## config.mk

```make
export PLATFORM = sky130hd
export DESIGN_NAME = eee_lpi_ctrl
export DESIGN_NICKNAME = d
export VERILOG_FILES = /design/src/rtl/eee_lpi_pkg.sv /design/src/rtl/lpi_rst_sync.sv /design/src/rtl/lpi_regs.sv /design/src/rtl/lpi_link_timer.sv /design/src/rtl/lpi_wake_timer.sv /design/src/rtl/lpi_fsm.sv /design/src/rtl/eee_lpi_ctrl.sv
export SDC_FILE = /design/constraint.sdc
export NUM_CORES = 1
export LEC_CHECK = 0
export ABC_AREA = 1
export BUFFER_PORTS_ARGS = -buffer_cell sky130_fd_sc_hd__buf_4
export CAP_MARGIN = 25
export CORE_ASPECT_RATIO = 2
export CORE_MARGIN = 10
export CORE_UTILIZATION = 55
export CTS_CLUSTER_DIAMETER = 200
export CTS_CLUSTER_SIZE = 8
export DETAILED_ROUTE_END_ITERATION = 8
export PLACE_DENSITY = 0.77
export SKIP_CTS_REPAIR_TIMING = 1
export SYNTH_ARGS = -nofsm -noshare
export SYNTH_HDL_FRONTEND = slang
export SYNTH_SLANG_ARGS = --single-unit
```

## constraint.sdc

```tcl
create_clock -name clk -period 2.6 [get_ports clk]
set_clock_uncertainty 0.05 [all_clocks]
set_input_delay 0.65 -clock clk [delete_from_list [all_inputs] [get_ports clk]]
set_output_delay 0.65 -clock clk [all_outputs]
set_load 0.1 [all_outputs]
```

## src/rtl/eee_lpi_pkg.sv

```systemverilog
package eee_lpi_pkg;

  typedef enum logic [2:0] {
    LPI_OFF  = 3'd0,
    LPI_ARM  = 3'd1,
    LPI_ON   = 3'd2,
    LPI_WAKE = 3'd3,
    LPI_RUN  = 3'd4
  } lpi_state_e;

  // control/status register bit positions (software-visible layout)
  localparam int CTL_EN_BIT   = 0;
  localparam int CTL_AUTO_BIT = 1;
  localparam int CTL_LINK_BIT = 2;
  localparam int CTL_GATE_BIT = 3;
  localparam int STA_ENT_BIT  = 8;
  localparam int STA_EXIT_BIT = 9;

  // timer register field base positions
  localparam int TW_LSB = 0;
  localparam int LS_LSB = 16;

endpackage

```

## src/rtl/lpi_rst_sync.sv

```systemverilog
module lpi_rst_sync #(
  parameter int STAGES = 2
) (
  input  logic clk,
  input  logic rst_n,
  output logic rst_sync_n
);
  logic [STAGES-1:0] sync_q;

  always_ff @(posedge clk or negedge rst_n) begin
    if (!rst_n) sync_q <= '0;
    else        sync_q <= {sync_q[STAGES-2:0], 1'b1};
  end

  assign rst_sync_n = sync_q[STAGES-1];
endmodule

```

## src/rtl/lpi_regs.sv

```systemverilog
module lpi_regs
  import eee_lpi_pkg::*;
#(
  parameter int DATA_W = 32,
  parameter int ADDR_W = 2,
  parameter int LS_W   = 10,
  parameter int TW_W   = 16
) (
  input  logic              clk,
  input  logic              rst_n,
  input  logic              reg_wr,
  input  logic              reg_rd,
  input  logic [ADDR_W-1:0] reg_addr,
  input  logic [DATA_W-1:0] reg_wdata,
  output logic [DATA_W-1:0] reg_rdata,
  input  logic              set_entered,
  input  logic              set_exited,
  output logic              ctl_en,
  output logic              ctl_auto,
  output logic              ctl_link,
  output logic              ctl_gate,
  output logic [LS_W-1:0]   ls_time,
  output logic [TW_W-1:0]   tw_time,
  output logic              rearm,
  output logic              sta_entered,
  output logic              sta_exited
);
  localparam logic [ADDR_W-1:0] A_CTL = ADDR_W'(0);
  localparam logic [ADDR_W-1:0] A_TMR = ADDR_W'(1);
  localparam int LS_MSB = LS_LSB + LS_W - 1;
  localparam int TW_MSB = TW_LSB + TW_W - 1;

  logic ctl_we, tmr_we, sta_clr;
  logic ent_nxt, exit_nxt;
  logic unused_wdata;

  assign ctl_we  = reg_wr && (reg_addr == A_CTL);
  assign tmr_we  = reg_wr && (reg_addr == A_TMR);
  assign sta_clr = reg_rd && (reg_addr == A_CTL);
  assign rearm   = ctl_we && reg_wdata[CTL_EN_BIT];
  assign unused_wdata = ^reg_wdata;

  // a set in the same cycle as the clearing read wins
  assign ent_nxt  = set_entered | (sta_entered & ~sta_clr);
  assign exit_nxt = set_exited  | (sta_exited  & ~sta_clr);

  always_ff @(posedge clk or negedge rst_n) begin
    if (!rst_n) begin
      ctl_en   <= 1'b0;
      ctl_auto <= 1'b0;
      ctl_link <= 1'b0;
      ctl_gate <= 1'b0;
    end else if (ctl_we) begin
      ctl_en   <= reg_wdata[CTL_EN_BIT];
      ctl_auto <= reg_wdata[CTL_AUTO_BIT];
      ctl_link <= reg_wdata[CTL_LINK_BIT];
      ctl_gate <= reg_wdata[CTL_GATE_BIT];
    end
  end

  always_ff @(posedge clk or negedge rst_n) begin
    if (!rst_n) begin
      ls_time <= '0;
      tw_time <= '0;
    end else if (tmr_we) begin
      ls_time <= reg_wdata[LS_MSB:LS_LSB];
      tw_time <= reg_wdata[TW_MSB:TW_LSB];
    end
  end

  always_ff @(posedge clk or negedge rst_n) begin
    if (!rst_n) begin
      sta_entered <= 1'b0;
      sta_exited  <= 1'b0;
    end else begin
      sta_entered <= ent_nxt;
      sta_exited  <= exit_nxt;
    end
  end

  always_comb begin
    reg_rdata = '0;
    case (reg_addr)
      A_CTL: begin
        reg_rdata[CTL_EN_BIT]   = ctl_en;
        reg_rdata[CTL_AUTO_BIT] = ctl_auto;
        reg_rdata[CTL_LINK_BIT] = ctl_link;
        reg_rdata[CTL_GATE_BIT] = ctl_gate;
        reg_rdata[STA_ENT_BIT]  = sta_entered;
        reg_rdata[STA_EXIT_BIT] = sta_exited;
      end
      A_TMR: begin
        reg_rdata[LS_MSB:LS_LSB] = ls_time;
        reg_rdata[TW_MSB:TW_LSB] = tw_time;
      end
      default: reg_rdata = '0;
    endcase
  end
endmodule

```

## src/rtl/lpi_link_timer.sv

```systemverilog
module lpi_link_timer #(
  parameter int LS_W = 10
) (
  input  logic            clk,
  input  logic            rst_n,
  input  logic            link_ok,
  input  logic            ms_tick,
  input  logic [LS_W-1:0] ls_time,
  output logic            link_stable
);
  logic [LS_W-1:0] ms_cnt, ms_cnt_nxt;
  logic            cnt_en;

  assign cnt_en = link_ok && ms_tick && (ms_cnt < ls_time);

  always_comb begin
    ms_cnt_nxt = ms_cnt;
    if (!link_ok)    ms_cnt_nxt = '0;
    else if (cnt_en) ms_cnt_nxt = ms_cnt + LS_W'(1);
  end

  always_ff @(posedge clk or negedge rst_n) begin
    if (!rst_n) ms_cnt <= '0;
    else        ms_cnt <= ms_cnt_nxt;
  end

  assign link_stable = link_ok && (ms_cnt >= ls_time);
endmodule

```

## src/rtl/lpi_wake_timer.sv

```systemverilog
module lpi_wake_timer #(
  parameter int TW_W = 16
) (
  input  logic            clk,
  input  logic            rst_n,
  input  logic            load,
  input  logic [TW_W-1:0] load_val,
  input  logic            us_tick,
  output logic            done
);
  logic [TW_W-1:0] us_cnt, us_cnt_nxt;

  always_comb begin
    us_cnt_nxt = us_cnt;
    if (load)                          us_cnt_nxt = load_val;
    else if (us_tick && us_cnt != '0)  us_cnt_nxt = us_cnt - TW_W'(1);
  end

  always_ff @(posedge clk or negedge rst_n) begin
    if (!rst_n) us_cnt <= '0;
    else        us_cnt <= us_cnt_nxt;
  end

  assign done = (us_cnt == '0);
endmodule

```

## src/rtl/lpi_fsm.sv

```systemverilog
module lpi_fsm
  import eee_lpi_pkg::*;
(
  input  logic clk,
  input  logic rst_n,
  input  logic ctl_en,
  input  logic ctl_auto,
  input  logic ctl_link,
  input  logic rearm,
  input  logic link_stable,
  input  logic tx_idle,
  input  logic tx_pending,
  input  logic wake_done,
  output logic wake_load,
  output logic set_entered,
  output logic set_exited,
  output logic lpi_req,
  output logic tx_ready
);
  lpi_state_e state_q, state_d;
  logic any_en, may_enter, must_leave;

  assign any_en     = ctl_en | ctl_auto;
  assign may_enter  = link_stable && tx_idle && !tx_pending;
  assign must_leave = tx_pending || !any_en || !ctl_link;

  always_comb begin
    state_d     = state_q;
    wake_load   = 1'b0;
    set_entered = 1'b0;
    case (state_q)
      LPI_OFF:  if (any_en) state_d = LPI_ARM;
      LPI_ARM: begin
        if (!any_en) state_d = LPI_OFF;
        else if (may_enter) begin
          state_d     = LPI_ON;
          set_entered = 1'b1;
        end
      end
      LPI_ON: begin
        if (must_leave) begin
          state_d   = LPI_WAKE;
          wake_load = 1'b1;
        end
      end
      LPI_WAKE: if (wake_done) state_d = LPI_RUN;
      LPI_RUN: begin
        if (!any_en)               state_d = LPI_OFF;
        else if (ctl_auto || rearm) state_d = LPI_ARM;
      end
      default: state_d = LPI_OFF;
    endcase
  end

  assign set_exited = wake_load;

  always_ff @(posedge clk or negedge rst_n) begin
    if (!rst_n) state_q <= LPI_OFF;
    else        state_q <= state_d;
  end

  assign lpi_req  = (state_q == LPI_ON);
  assign tx_ready = !((state_q == LPI_ON) || (state_q == LPI_WAKE));
endmodule

```

## src/rtl/eee_lpi_ctrl.sv

```systemverilog
module eee_lpi_ctrl #(
  parameter int DATA_W = 32,
  parameter int ADDR_W = 2,
  parameter int LS_W   = 10,
  parameter int TW_W   = 16
) (
  input  logic              clk,
  input  logic              rst_n,
  input  logic              reg_wr,
  input  logic              reg_rd,
  input  logic [ADDR_W-1:0] reg_addr,
  input  logic [DATA_W-1:0] reg_wdata,
  output logic [DATA_W-1:0] reg_rdata,
  input  logic              ms_tick,
  input  logic              us_tick,
  input  logic              tx_idle,
  input  logic              tx_pending,
  output logic              lpi_req,
  output logic              tx_ready,
  output logic              tx_clk_gate
);
  logic            rst_sync_n;
  logic            ctl_en, ctl_auto, ctl_link, ctl_gate, rearm;
  logic [LS_W-1:0] ls_time;
  logic [TW_W-1:0] tw_time;
  logic            sta_entered, sta_exited;
  logic            set_entered, set_exited;
  logic            link_stable, wake_load, wake_done;

  lpi_rst_sync #(.STAGES(2)) u_rst (
    .clk(clk), .rst_n(rst_n), .rst_sync_n(rst_sync_n)
  );

  lpi_regs #(.DATA_W(DATA_W), .ADDR_W(ADDR_W), .LS_W(LS_W), .TW_W(TW_W)) u_regs (
    .clk(clk), .rst_n(rst_sync_n),
    .reg_wr(reg_wr), .reg_rd(reg_rd), .reg_addr(reg_addr),
    .reg_wdata(reg_wdata), .reg_rdata(reg_rdata),
    .set_entered(set_entered), .set_exited(set_exited),
    .ctl_en(ctl_en), .ctl_auto(ctl_auto), .ctl_link(ctl_link), .ctl_gate(ctl_gate),
    .ls_time(ls_time), .tw_time(tw_time), .rearm(rearm),
    .sta_entered(sta_entered), .sta_exited(sta_exited)
  );

  lpi_link_timer #(.LS_W(LS_W)) u_link (
    .clk(clk), .rst_n(rst_sync_n), .link_ok(ctl_link), .ms_tick(ms_tick),
    .ls_time(ls_time), .link_stable(link_stable)
  );

  lpi_wake_timer #(.TW_W(TW_W)) u_wake (
    .clk(clk), .rst_n(rst_sync_n), .load(wake_load), .load_val(tw_time),
    .us_tick(us_tick), .done(wake_done)
  );

  lpi_fsm u_fsm (
    .clk(clk), .rst_n(rst_sync_n),
    .ctl_en(ctl_en), .ctl_auto(ctl_auto), .ctl_link(ctl_link), .rearm(rearm),
    .link_stable(link_stable), .tx_idle(tx_idle), .tx_pending(tx_pending),
    .wake_done(wake_done), .wake_load(wake_load),
    .set_entered(set_entered), .set_exited(set_exited),
    .lpi_req(lpi_req), .tx_ready(tx_ready)
  );

  assign tx_clk_gate = lpi_req & ctl_gate;
endmodule

```

==> out/results.tsv <==
stage	metric	value	unit
run_status	status	finished clean	
sta	whs	37.09	ps
layout	fin_nets	596	
worst_setup_path	critPathRequiredTime	1900	ps
sta	fin_setup_tns	0	ps
synthesis	synthCells	476	
placed_design	gp_congestion	0.8953	
synthesis	synth-edff-count	0	
cts	clk_pin_slew_worst_paths	50	ps
worst_setup_path	critPathMaxFanout	18	
pwr	p_sw_frac	0.4025	
synthesis	syn_area	3730	µm²
cts	cts_tree	done	
layout	layout_common_cells	nand2_1, nor2_1, inv_1, buf_4, dfrtp_1	
synthesis	synth_area_per_cell	7.836	µm²
floorplan	start_util	0.5633	
sta	setup_viol	0	
cts	clk_path_buf_depth	2	
sta	final.min_clock_period	2391	ps
layout	syn2layout_area_growth	24.49	%
sta	hold_violations	0	
pwr	intPower	2.670	mW
sta	slew_headroom	0.5799	
pwr	comb_power_share	0.374	
pwr	leakagePower	2.459	nW
route	via_per_inst	5.283	
floorplan	dieArea	10680	µm²
pwr	power_frac_seq	0.312	
worst_setup_path	cp-startpoint	reg_addr[1]	
sta	worstMarginPinSlew	630.2	ps
route	avgRoutedWirePerCell	15.81	µm
global_routing	grt_max_degree	43	
cts	cts.sinks	63	
sta	fmax	418.2	MHz
cts	htree_levels	3	
floorplan	chipWidth	78.23	µm
pwr	p_per_area	962.2	nW/µm²
layout	final_common_cell	nand2_1	
worst_setup_path	start_kind	primary input	
pwr	ir_drop	0.5003	mV
min_path	hold_class	primary input to asynchronous set/reset pin	
sta	drv_slew	0	
global_routing	overflow	0	
worst_setup_path	worstPathArrival	1690	ps
worst_setup_path	rr_worst_depth	9	
layout	final_util	0.7012	
route	final_antenna_net_count	0	
pwr	clockPowerShare	0.314	
run	maxCapViolations	0	
route	first_pass_iters	6	
global_routing	grt_pass1_wl	16.64	mm
global_routing	track_usage	0.1981	
synthesis	ys.flop_type	dfrtp_1	
synthesis	synth_seq_area_share	0.4227	
worst_setup_path	path_class	primary input to output port	
cts	clk_latency	340	ps
route	wl	10.04	mm
cts	numCtsBuffers	9	
route	drc_errors	0	
sta	rsz0062_at_grt	no	
placed_design	hpwl	7.489	mm
worst_setup_path	critPathCaptureType	output port	
route	drtIter0Drc	244	
pwr	power.switching	1.798	mW
floorplan	coreArea	6621	µm²
floorplan	io_pins	77	
worst_setup_path	cp-endpoint	reg_rdata[11]	
synthesis	ys_types	37	
floorplan	die_y	136.5	µm
layout	n_antenna_cell	0	
global_routing	grt_pass1_vias	3531	
synthesis	ys.warnings.count	0	
route	vias	3355	
cts	root_buffer	clkbuf_16	
global_routing	antenna_found_initial	0	
synthesis	synthArstFlopShare	1.000	
sta	period_share	0.9197	
floorplan	rows	42	
synthesis	ys_seq_elements	63	
pwr	finalPower	4.468	mW
worst_setup_path	reg2reg_slack	530	ps
worst_setup_path	r2r_end	u_link.ms_cnt[7]$_DFFE_PN0P_	
worst_setup_path	worstReg2RegStart	u_link.ms_cnt[9]$_DFFE_PN0P_	
placed_design	portBuffers	64	
layout	layout-drive-gt1-share	0.2194	
==> stage by stage <==
step / cell area [µm²] / instances / worst slack (ps)
global placement: 4297 / 619 / 234.3
floorplan: 3757 / 481 / -563.2
CTS: 4643 / 635 / 203.2
global route: 4643 / 635 / 103.6
finish: 4643 / 635 / 208.8
detailed placement: 4297 / 619 / 206.5
==> flip-flops by register name (all words and copies together), names as in the netlist, 2 cells and up <==
signal          cells
u_fsm.state_q       3
u_link.ms_cnt      10
u_regs.ls_time     10
u_regs.tw_time     16
u_rst.sync_q        2
u_wake.us_cnt      16
==> worst max-delay path, stage by stage <==
cell    delay, ps
buf_4         110
nor2_1        130
inv_1         180
buf_12        210
nor2_1        110
buf_4         300
==> cell families after synthesis <==
family                     share of synthesized area
xor gates and xnor gates                     0.03757
buffers and inverters                         0.1104
DFF                                           0.4227
muxes                                       0.003019
other                                       0.002013
AOI/OAI and AO/OA                             0.1214
adders and majority gates                    0.04025
and+or+nand+nor                               0.2627
==> worst min path at each step <==
stage | from | slack, ps | end
2_1_floorplan | u_rst.sync_q[0]$_DFF_PN0_ | 280 | u_rst.sync_q[1]$_DFF_PN0_
3_3_place_gp | u_rst.sync_q[1]$_DFF_PN0_ | 260 | u_regs.ls_time[1]$_DFFE_PN0P_
3_5_place_dp | u_rst.sync_q[1]$_DFF_PN0_ | 260 | u_regs.ls_time[1]$_DFFE_PN0P_
4_1_cts | rst_n | 30 | u_rst.sync_q[0]$_DFF_PN0_
5_1_grt | rst_n | 30 | u_rst.sync_q[1]$_DFF_PN0_
6_report | rst_n | 40 | u_rst.sync_q[1]$_DFF_PN0_
==> per-layer routing <==
metal / track usage / vias up / share of wire
li1: - / 1639 / -
met5: 0 / - / 0
met4: 0.1182 / 0 / 0.039
met1: 0.1816 / 1617 / 0.35
met2: 0.3759 / 71 / 0.58
met3: 0.04828 / 28 / 0.032
==> power groups by stage <==
stage	logic, mW	registers, mW	clock network [mW]
2_1_floorplan	1.35	1.36	0
3_3_place_gp	1.61	1.39	0
3_5_place_dp	1.65	1.41	0
4_1_cts	1.68	1.39	1.41
5_1_grt	1.82	1.42	1.47
6_report	1.67	1.39	1.40
==> synth_stat cells (6+ instances only) <==
master | instances | area share
nand2_1 | 87 | 0.088
nor2_1 | 78 | 0.078
inv_1 | 69 | 0.069
dfrtp_1 | 63 | 0.42
nand3_1 | 32 | 0.043
a21oi_1 | 26 | 0.035
o21ai_0 | 17 | 0.023
xor2_1 | 14 | 0.033
ha_1 | 12 | 0.040
o221ai_2 | 8 | 0.032
buf_4 | 7 | 0.014
clkbuf_1 | 7 | 0.0070
o22ai_1 | 7 | 0.012
nor3_1 | 6 | 0.0081
==> final cells by class <==
cell class | count | area, µm²
multi-input combinational | 326 | 1769
tap | 88 | 110.1
fill | 572 | 1978
sequential | 63 | 1578
inverter | 73 | 284.0
timing repair buffer | 69 | 555.5
clock inverter | 6 | 107.6
clock buffer | 10 | 239.0
Power figures use the tool's default switching activity.
